File: src/rtl/addr_xlat_pkg.sv
package addr_xlat_pkg;

    localparam int AW       = 32;
    localparam int WORD_LSB = 2;

    // Fixed local window that reaches the remote side
    localparam logic [AW-1:0] WIN_BASE = 32'h4C00_0000;
    localparam int            WIN_BITS = 26;

    typedef logic [AW-1:WORD_LSB] map_word_t;

    typedef struct packed {
        logic          valid;
        logic [AW-1:0] addr;
    } xaddr_t;

    typedef struct packed {
        logic          valid;
        logic          hit;
        logic [AW-1:0] addr;
    } rx_res_t;

    function automatic logic [AW-1:0] widen(input map_word_t w);
        return {w, {WORD_LSB{1'b0}}};
    endfunction

    function automatic logic in_window(input logic [AW-1:0] a);
        return a[AW-1:WIN_BITS] == WIN_BASE[AW-1:WIN_BITS];
    endfunction

endpackage

File: src/rtl/addr_xlat_regs.sv
module addr_xlat_regs
    import addr_xlat_pkg::*;
#(
    parameter int N_REGIONS = 4,
    parameter int REG_IDX_W = $clog2(2*N_REGIONS+1)
)(
    input  logic                            clk,
    input  logic                            rst,
    input  logic                            reg_wr,
    input  logic [REG_IDX_W-1:0]            reg_addr,
    input  logic [AW-1:0]                   reg_wdata,
    output logic [AW-1:0]                   reg_rdata,
    output map_word_t                       tx_base,
    output map_word_t [N_REGIONS-1:0]       sizes,
    output map_word_t [N_REGIONS-1:0]       offs
);
    localparam int N_REG = 2*N_REGIONS + 1;

    map_word_t     regs [N_REG];
    logic          idx_ok;
    logic          unused_low;

    assign idx_ok     = int'(reg_addr) < N_REG;
    assign unused_low = ^reg_wdata[WORD_LSB-1:0];

    always_ff @(posedge clk) begin
        if (rst) begin
            for (int i = 0; i < N_REG; i++) regs[i] <= '0;
            reg_rdata <= '0;
        end else begin
            if (reg_wr && idx_ok)
                regs[reg_addr] <= reg_wdata[AW-1:WORD_LSB];
            reg_rdata <= idx_ok ? widen(regs[reg_addr]) : '0;
        end
    end

    assign tx_base = regs[0];

    for (genvar g = 0; g < N_REGIONS; g++) begin : g_pair
        assign sizes[g] = regs[1 + 2*g];
        assign offs[g]  = regs[2 + 2*g];
    end

endmodule

File: src/rtl/addr_xlat_tx.sv
module addr_xlat_tx
    import addr_xlat_pkg::*;
(
    input  logic          clk,
    input  logic          rst,
    input  logic          tx_in_valid,
    input  logic [AW-1:0] tx_in_addr,
    input  map_word_t     tx_base,
    output xaddr_t        tx_out
);
    logic [AW-1:0] rebased;
    logic          take;

    assign take    = tx_in_valid && in_window(tx_in_addr);
    assign rebased = widen(tx_base) + {{(AW-WIN_BITS){1'b0}}, tx_in_addr[WIN_BITS-1:0]};

    always_ff @(posedge clk) begin
        if (rst) begin
            tx_out <= '0;
        end else begin
            tx_out.valid <= take;
            tx_out.addr  <= take ? rebased : '0;
        end
    end

endmodule

File: src/rtl/addr_xlat_rx.sv
module addr_xlat_rx
    import addr_xlat_pkg::*;
#(
    parameter int N_REGIONS = 4
)(
    input  logic                      clk,
    input  logic                      rst,
    input  logic                      rx_in_valid,
    input  logic [AW-1:0]             rx_in_addr,
    input  map_word_t [N_REGIONS-1:0] sizes,
    input  map_word_t [N_REGIONS-1:0] offs,
    output rx_res_t                   rx_out
);
    // Running sum needs headroom so the sum of all lengths never wraps
    localparam int SUM_W = AW + $clog2(N_REGIONS + 1);

    logic [SUM_W-1:0]     bound [N_REGIONS+1];
    logic [N_REGIONS-1:0] match;
    logic [SUM_W-1:0]     a_ext;
    logic                 found;
    logic [AW-1:0]        sel_addr;

    assign a_ext    = {{(SUM_W-AW){1'b0}}, rx_in_addr};
    assign bound[0] = '0;

    for (genvar g = 0; g < N_REGIONS; g++) begin : g_region
        assign bound[g+1] = bound[g] + {{(SUM_W-AW){1'b0}}, widen(sizes[g])};
        assign match[g]   = (a_ext >= bound[g]) && (a_ext < bound[g+1]);
    end

    always_comb begin
        found    = 1'b0;
        sel_addr = '0;
        for (int i = N_REGIONS - 1; i >= 0; i--) begin
            if (match[i]) begin
                found    = 1'b1;
                sel_addr = rx_in_addr - bound[i][AW-1:0] + widen(offs[i]);
            end
        end
    end

    always_ff @(posedge clk) begin
        if (rst) begin
            rx_out <= '0;
        end else begin
            rx_out.valid <= rx_in_valid;
            rx_out.hit   <= rx_in_valid && found;
            rx_out.addr  <= (rx_in_valid && found) ? sel_addr : '0;
        end
    end

endmodule

File: src/rtl/addr_xlat.sv
module addr_xlat
    import addr_xlat_pkg::*;
#(
    parameter int N_REGIONS = 4,
    parameter int REG_IDX_W = $clog2(2*N_REGIONS+1)
)(
    input  logic                 clk,
    input  logic                 rst,
    input  logic                 reg_wr,
    input  logic [REG_IDX_W-1:0] reg_addr,
    input  logic [31:0]          reg_wdata,
    output logic [31:0]          reg_rdata,
    input  logic                 tx_in_valid,
    input  logic [31:0]          tx_in_addr,
    output logic                 tx_out_valid,
    output logic [31:0]          tx_out_addr,
    input  logic                 rx_in_valid,
    input  logic [31:0]          rx_in_addr,
    output logic                 rx_out_valid,
    output logic                 rx_hit,
    output logic [31:0]          rx_out_addr
);
    map_word_t                 tx_base;
    map_word_t [N_REGIONS-1:0] sizes;
    map_word_t [N_REGIONS-1:0] offs;
    xaddr_t                    tx_res;
    rx_res_t                   rx_res;

    addr_xlat_regs #(.N_REGIONS(N_REGIONS), .REG_IDX_W(REG_IDX_W)) u_regs (
        .clk      (clk),
        .rst      (rst),
        .reg_wr   (reg_wr),
        .reg_addr (reg_addr),
        .reg_wdata(reg_wdata),
        .reg_rdata(reg_rdata),
        .tx_base  (tx_base),
        .sizes    (sizes),
        .offs     (offs)
    );

    addr_xlat_tx u_tx (
        .clk        (clk),
        .rst        (rst),
        .tx_in_valid(tx_in_valid),
        .tx_in_addr (tx_in_addr),
        .tx_base    (tx_base),
        .tx_out     (tx_res)
    );

    addr_xlat_rx #(.N_REGIONS(N_REGIONS)) u_rx (
        .clk        (clk),
        .rst        (rst),
        .rx_in_valid(rx_in_valid),
        .rx_in_addr (rx_in_addr),
        .sizes      (sizes),
        .offs       (offs),
        .rx_out     (rx_res)
    );

    assign tx_out_valid = tx_res.valid;
    assign tx_out_addr  = tx_res.addr;
    assign rx_out_valid = rx_res.valid;
    assign rx_hit       = rx_res.hit;
    assign rx_out_addr  = rx_res.addr;

endmodule

File: config.mk
export PLATFORM = sky130hd
export DESIGN_NAME = addr_xlat
export DESIGN_NICKNAME = d
export VERILOG_FILES = /design/src/rtl/addr_xlat_pkg.sv /design/src/rtl/addr_xlat_regs.sv /design/src/rtl/addr_xlat_tx.sv /design/src/rtl/addr_xlat_rx.sv /design/src/rtl/addr_xlat.sv
export SDC_FILE = /design/constraint.sdc
export NUM_CORES = 1
export LEC_CHECK = 0
export BUFFER_PORTS_ARGS = -buffer_cell sky130_fd_sc_hd__buf_2
export CORE_MARGIN = 2
export CORE_UTILIZATION = 45
export DETAILED_ROUTE_END_ITERATION = 8
export HOLD_SLACK_MARGIN = 0.05
export SYNTH_ARGS = -nofsm -noshare
export SYNTH_HDL_FRONTEND = slang
export SYNTH_HIERARCHICAL = 1
export SYNTH_SLANG_ARGS = --single-unit
File: constraint.sdc
create_clock -name clk -period 19 [get_ports clk]
set_input_delay 1.9 -clock clk [delete_from_list [all_inputs] [get_ports clk]]
set_output_delay 1.9 -clock clk [all_outputs]
set_load 0.01 [all_outputs]
==> impl_results.md, run 1 <==
* Final Cycle Share at 62.47%
* Worst hold slack at 603.4 ps
* Max clock buf depth at 3
* Top post-synthesis cells by area: edfxtp_1 (26%), ha_1 (14%), dfxtp_1 (6.1%)
* Top FF cell, synth: edfxtp_1
* Placer congestion estimate at 1.032
* Synth cell count leaders: ha_1 (362), and2_1 (293), edfxtp_1 (270)
* Worst-skew pair later-pin latency at 590 ps
* Bufs and invs on worst path at 3
* Crit. End Element: register
* Pre-antenna DRT Iters at 6
* Pins Over Slew Limit at 0
* YS warnings at 6
* Vias in the first global route at 26080
* CTS buffer count at 43
* Root Driver: clkbuf_16
* Total power at 4.483 mW
* Post-synth ARST share at 0%
* Core area at 69910 µm²
* Critical Path Max Stage Delay at 1130 ps
* Core Rows at 97
* Final nets at 3993
* Cts repair resizes at 0
* Maximum VDD drop at 0.00007209 V
* Pre-CTS setup slack at 7554 ps
* Most common cell in the synthesized netlist: ha_1
* Final hold violations at 0
* IO Port Bufs at 199
* I/O Pins at 204
* Req. time, crit path at 19520 ps
* Crit-path max FO at 30
* Initial core utilization at 45.36%
* Post-CTS Setup Bufs at 0
* Crit-path leading delay family: compound AO/OA/AOI/OAI gates
* Worst relative slew slack at 8.273%
* TritonCTS clock tree: built
* Synth Cell Area at 31710 µm²
* Max Cap Violations at 0
* Layout cells sized above 1 at 12.32%
* H-tree levels at 2
* Post-route ant nets at 0
* Register area share after synthesis at 31.70%
* Leakage power at 15.43 nW
* Final setup TNS at 0 ps
* Total congestion overflow at 0
* Placed Cells incl. Taps at 4329
* Status: finished, final reports clean
* Die Width at 269.4 µm
* Initial antenna violation count at 3
* CP startpoint kind: register
* Die height at 269.4 µm
* Critical path arrival at 12390 ps
* Synthesized flop and latch total at 367
* Mapped Avg Cell Area at 9.774 µm²
* Worst hold-check path type: register to register
* Iteration-0 DRC Markers at 3083
* Max Clock Freq at 84.25 MHz
* RSZ-0062 raised after global routing: false
* Syn Inst Count at 3244
* DR vias at 27030
* Largest area contributor in the netlist: edfxtp_1
* Reg clk slew, reported paths at 60 ps
* DP Wirelength at 94240 µm
* # hold bufs at CTS at 0
* Critical path class: register to register
* Post-synth EDFFs at 270
* Tot GR Track Use at 32.91%
* Vias per cell at 6.130
* # DRC at 0
* Critical path's slowest cell: a2111oi_0
* Final setup vio count at 0
* Tmin final at 11870 ps
* Power per cell area at 127.3 nW/µm²
* Netlist cell types at 95
* Worst setup margin at 7131 ps
* Clock skew at 31.02 ps
* Pin count of the biggest net entering global routing at 57
* Cell Count, Final, Fillers Out at 4409
* First-pass GRT wire length at 176300 µm
* Die area at 72600 µm²
* Worst slew pin tran at 1341 ps
* Clock Sinks at 367
* Area Growth Syn to Fin at 11.10%
* Total length of routed wires at 122500 µm
* Yosys top cell area share at 25.57%
* Per-cell routed wire length at 27.78 µm
-- flip-flops by register name (all words and copies together), names as in the netlist --
signal            count
u_regs/regs         270
u_rx/rx_out          34
u_tx/tx_out          33
u_regs/reg_rdata     30
-- tightest hold or removal path, cell delays in order (launching register included) --
cell,delay (ps)
edfxtp_1,400
o211ai_1,110
nand2_1,60
-- metrics by stage --
step	cell area [µm²]	utilization, %
global placement	33760	48.29
floorplan	31710	-
CTS	35220	50.38
global route	35220	50.38
finish	35230	50.39
detailed placement	33760	48.29
-- report_power, final --
group / leakage (nW) / internal [mW] / total (mW) / switching (mW)
sequential: 3.37 / 0.909 / 0.957 / 0.0478
combinational: 11.3 / 1.03 / 2.64 / 1.61
clock: 0.713 / 0.527 / 0.888 / 0.361
total: 15.4 / 2.47 / 4.48 / 2.01
-- final timing paths --
kind | slack, ps | cells past startpoint | end | start
worst max-delay path | 7130 | 42 | u_rx/rx_out[20]$_SDFF_PP0_ | u_regs/regs[1][0]$_SDFFCE_PN0P_
worst min-delay path | 600 | 2 | u_tx/tx_out[29]$_SDFF_PP0_ | u_regs/regs[0][27]$_SDFFCE_PN0P_
worst max register to register | 7130 | 42 | u_rx/rx_out[20]$_SDFF_PP0_ | u_regs/regs[1][0]$_SDFFCE_PN0P_
worst min register to register | 600 | 2 | u_tx/tx_out[29]$_SDFF_PP0_ | u_regs/regs[0][27]$_SDFFCE_PN0P_
-- cells in the final DEF (no fill, tap or decap), types with 43 or more instances in the layout --
cell         n
nor2_1     171
o21a_1      43
xor2_1      89
edfxtp_1   270
a21o_1     111
clkbuf_16   43
inv_1      250
o211ai_1    48
nand3_1     53
and2_1     293
nand2_1    161
xnor2_1    118
fa_1        92
buf_2      198
ha_1       362
a21oi_1    192
nor3_1      55
nand2b_1    46
o21ai_0    126
dfxtp_1     97
-- routing by layer --
metal	up-vias	global-route usage, %	part of all wire, %	routed length (µm)
met5	-	0	0	0
met4	0	12.91	4.2	5158
met3	196	5.219	8.4	10240
met2	1339	52.10	45	54760
met1	13260	45.16	43	52320
li1	12240	-	-	-
-- cell type report --
type,instances,area (µm²)
timing repair buffer,236,1280
fill,6508,34680
antenna,3,7.507
tap,940,1176
inverter,251,942.2
sequential,367,10050
multi-input combinational,2535,20310
clock inverter,22,297.8
clock buffer,55,1161
-- logic make-up after synthesis --
group / count (synthesis) / synth area share, %
other cells: 1 / 0.01183
xor+xnor: 207 / 5.718
mux: 90 / 4.140
buf+inv: 343 / 4.412
fa+ha+maj: 454 / 20.09
flops: 367 / 31.70
compound gates: 829 / 17.90
simple gates: 953 / 16.03
No activity file was read; power rests on OpenSTA's default activity.
==> inputs of run 2 (changes only) <==
--- a/config.mk
+++ b/config.mk
@@ -5,6 +5,7 @@
 export SDC_FILE = /design/constraint.sdc
 export NUM_CORES = 1
 export LEC_CHECK = 0
+export ABC_AREA = 1
 export BUFFER_PORTS_ARGS = -buffer_cell sky130_fd_sc_hd__buf_2
 export CORE_MARGIN = 2
 export CORE_UTILIZATION = 45
==> constraint.sdc (replaced) <==
create_clock -name clk -period 12.15 [get_ports clk]
set_input_delay 1.215 -clock clk [delete_from_list [all_inputs] [get_ports clk]]
set_output_delay 1.215 -clock clk [all_outputs]
set_load 0.01 [all_outputs]
==> impl_results.md, run 2 <==
* YS warnings at 6 (unchanged)
* Critical path launch point: u_regs/regs[1][4]$_SDFFCE_PN0P_ (was u_regs/regs[1][0]$_SDFFCE_PN0P_)
* Worst-skew pair later-pin latency at 670 ps (was 590 ps)
* Net Switching at 3.940 mW (was 2.014 mW)
* Req. time, crit path at 12650 ps (was 19520 ps)
* Yosys top cell area share at 27.95% (was 25.57%)
* Top post-synthesis cells by area: edfxtp_1 (28%), nand2_1 (17%), ha_1 (12%) (was edfxtp_1 (26%), ha_1 (14%), dfxtp_1 (6.1%))
* Tot GR Track Use at 33.76% (was 32.91%)
* TritonCTS clock tree: built (unchanged)
* Vias per cell at 5.459 (was 6.130)
* Layout fillers at 8711 (was 6508)
* Post-route ant nets at 0 (unchanged)
* Most frequent cells in the layout: nand2_1 (1750), inv_1 (608), ha_1 (362), edfxtp_1 (360), a21oi_1 (343) (was ha_1 (362), and2_1 (293), edfxtp_1 (270), inv_1 (250), buf_2 (198))
* Sequential power share at 22.7% (was 21.3%)
* Max clock buf depth at 3 (unchanged)
* Pin count of the biggest net entering global routing at 78 (was 57)
* Total congestion overflow at 0 (unchanged)
* # DRC at 0 (unchanged)
* Final setup TNS at 0 ps (unchanged)
* Hold Path Stages at 3 (was 2)
* Largest area contributor in the netlist: edfxtp_1 (unchanged)
* Die area at 88320 µm² (was 72600 µm²)
* Max Clock Freq at 114.4 MHz (was 84.25 MHz)
* Die height at 297.2 µm (was 269.4 µm)
* Post-CTS Setup Bufs at 0 (unchanged)
* RSZ-0062 raised after global routing: false (unchanged)
* Critical Path Max Stage Delay at 580 ps (was 1130 ps)
* Core Util, Final at 50.63% (was 50.39%)
* Final nets at 6014 (was 3993)
* Register area share after synthesis at 32.97% (was 31.70%)
* Clock Sinks at 457 (was 367)
* Synth Cell Area at 38680 µm² (was 31710 µm²)
* Design area at 43110 µm² (was 35230 µm²)
* Top FF cell, synth: edfxtp_1 (unchanged)
* Syn Inst Count at 5223 (was 3244)
* Vias in the first global route at 34590 (was 26080)
* Worst setup margin at 3408 ps (was 7131 ps)
* Hold Crit Start: u_regs/regs[0][26]$_SDFFCE_PN0P_ (was u_regs/regs[0][27]$_SDFFCE_PN0P_)
* Status: finished, final reports clean (unchanged)
* H-tree levels at 2 (unchanged)
* Die Width at 297.2 µm (was 269.4 µm)
* Largest regs: u_regs/regs x360, u_rx/rx_out x34, u_tx/tx_out x33 (was u_regs/regs x270, u_rx/rx_out x34, u_tx/tx_out x33)
* Tmin final at 8742 ps (was 11870 ps)
* Placed standard-cell area at 41140 µm² (was 33760 µm²)
* Maximum VDD drop at 0.0001283 V (was 0.00007209 V)
* CTS buffer count at 56 (was 43)
* Combinational power share at 55.9% (was 58.9%)
* CP startpoint kind: register (unchanged)
* DR vias at 36310 (was 27030)
* DP Wirelength at 122000 µm (was 94240 µm)
* First-pass GRT wire length at 222400 µm (was 176300 µm)
* Pins Over Slew Limit at 0 (unchanged)
* Max Cap Violations at 0 (unchanged)
* Commonest non-fill, non-tap cell in the layout: nand2_1 (was ha_1)
* Mapped Avg Cell Area at 7.406 µm² (was 9.774 µm²)
* Layout cells sized above 1 at 8.288% (was 12.32%)
* Crit. End Element: register (unchanged)
* Synthesized flop and latch total at 457 (was 367)
* Total power at 8.364 mW (was 4.483 mW)
* Iteration-0 DRC Markers at 3431 (was 3083)
* Total length of routed wires at 152400 µm (was 122500 µm)
* Int Power at 4.424 mW (was 2.469 mW)
* Final setup vio count at 0 (unchanged)
* Post-synth ARST share at 0% (unchanged)
* Critical path's slowest cell: edfxtp_1 (was a2111oi_0)
* Crit-path max FO at 31 (was 30)
* Final hold violations at 0 (unchanged)
* Post-synth EDFFs at 360 (was 270)
* Pre-antenna DRT Iters at 5 (was 6)
* I/O Pins at 204 (unchanged)
* Reg2Reg Setup Slack at 3410 ps (was 7130 ps)
* IO Port Bufs at 199 (unchanged)
* Cts repair resizes at 0 (unchanged)
* Placer congestion estimate at 0.9627 (was 1.032)
* Worst hold-check path type: register to register (unchanged)
* Leakage power at 21.16 nW (was 15.43 nW)
* Crit-path leading delay family: compound AO/OA/AOI/OAI gates (unchanged)
* Max reg flops at 360 (was 270)
* Area Growth Syn to Fin at 11.45% (was 11.10%)
* Core area at 85150 µm² (was 69910 µm²)
* Reg2Reg Depth at 44 (was 42)
* Final Cycle Share at 71.95% (was 62.47%)
* Netlist cell types at 59 (was 95)
* Stages on worst setup path at 44 (was 42)
* Initial antenna violation count at 4 (was 3)
* Pre-CTS setup slack at 3526 ps (was 7554 ps)
* Power per cell area at 194.0 nW/µm² (was 127.3 nW/µm²)
* Critical path arrival at 9240 ps (was 12390 ps)
* Root Driver: clkbuf_16 (unchanged)
* Worst slew pin tran at 1253 ps (was 1341 ps)
* Sw Share at 47.11% (was 44.93%)
* FF-to-FF Start: u_regs/regs[1][4]$_SDFFCE_PN0P_ (was u_regs/regs[1][0]$_SDFFCE_PN0P_)
* Synth cell count leaders: nand2_1 (1753), inv_1 (608), ha_1 (362) (was ha_1 (362), and2_1 (293), edfxtp_1 (270))
* Core Rows at 107 (was 97)
* Most common cell in the synthesized netlist: nand2_1 (was ha_1)
* Most common cell on crit path: nand2_1
* Reg clk slew, reported paths at 60 ps (about the same)
* Clock skew at 27.13 ps (was 31.02 ps)
* Clk pwr share at 21.4% (was 19.8%)
* Per-cell routed wire length at 22.91 µm (was 27.78 µm)
* Reg2reg end: u_rx/rx_out[26]$_SDFF_PP0_ (was u_rx/rx_out[20]$_SDFF_PP0_)
* Worst relative slew slack at 15.76% (was 8.273%)
* Largest Register: u_regs/regs (unchanged)
* Critical path class: register to register (unchanged)
* Bufs and invs on worst path at 6 (was 3)
* # hold bufs at CTS at 0 (unchanged)
* Initial core utilization at 45.43% (was 45.36%)
* Worst hold endpoint: u_tx/tx_out[28]$_SDFF_PP0_ (was u_tx/tx_out[29]$_SDFF_PP0_)
[run 2: cell count changes after synthesis, sizes merged, moves of 44 or more]
cell / before / now
nand2: 161 / 1770
inv: 251 / 615
and2: 294 / 8
nor3: 57 / 248
nor2: 178 / 352
a21oi: 196 / 366
nand3: 53 / 190
edfxtp: 270 / 360
a21o: 111 / 25
nand2b: 47 / 1
clkbuf: 55 / 99
o211ai: 49 / 5
[run 2: worst max path at each step]
stage / end
after floorplan: u_rx/rx_out[21]$_SDFF_PP0_
after global placement: u_rx/rx_out[27]$_SDFF_PP0_
after detailed placement: u_rx/rx_out[26]$_SDFF_PP0_
final: u_rx/rx_out[26]$_SDFF_PP0_
after CTS: u_rx/rx_out[26]$_SDFF_PP0_
after global routing: u_rx/rx_out[31]$_SDFF_PP0_
[run 2: logic make-up (layout without fill, tap and decap cells)]
group,Yosys count,in the layout,share of synthesized area (%)
and+or+nand+nor,2665,2665,28.65
AOI/OAI and AO/OA,655,655,9.568
DFF,457,457,32.97
buffers and inverters,803,991,8.080
adders and majority gates,454,454,16.47
other,1,97,0.009695
xor gates and xnor gates,188,188,4.257
[run 2: routing by layer]
layer / vias up / global-route usage, % / part of all wire, %
li1: 17460 / - / -
met1: 17110 / 47.04 / 44
met2: 1519 / 52.26 / 44
met3: 216 / 6.500 / 8.9
met4: 4 / 11.87 / 3.8
met5: - / 0 / 0.022
[run 2: worst register-to-register path: cells and delay by family, from the launching register on]
kind / cells / cell delay (ps)
simple gates: 20 / 2270
compound gates: 11 / 2400
xor+xnor: 3 / 810
flops: 1 / 580
fa+ha+maj: 4 / 1420
buf+inv: 6 / 1100
[run 2: cell type report]
type	instances	area [µm²]	area share, %
multi-input cells	4054	23220	53.87
flip-flops and latches	457	12750	29.58
inverters	649	2444	5.668
clock buffers	66	1490	3.457
well taps	1144	1431	3.320
repair buffers	237	1290	2.992
clock inverters	39	466.7	1.083
diodes	5	12.51	0.02902
[run 2: power groups by stage]
stage	registers (mW)	clock network, mW	logic [mW]
final	1.90	1.79	4.68
after global routing	1.90	1.87	5.18
after CTS	1.89	1.82	4.59
after detailed placement	1.92	0	4.57
after global placement	1.92	0	4.57
after floorplan	1.87	0	3.27
[run 2: metrics by stage]
stage	hold WS, ps	instances
2_1_floorplan	518.5	5314
3_3_place_gp	591.9	6541
6_report	606.7	6651
5_1_grt	679.1	6647
4_1_cts	609.1	6646
3_5_place_dp	598.9	6541
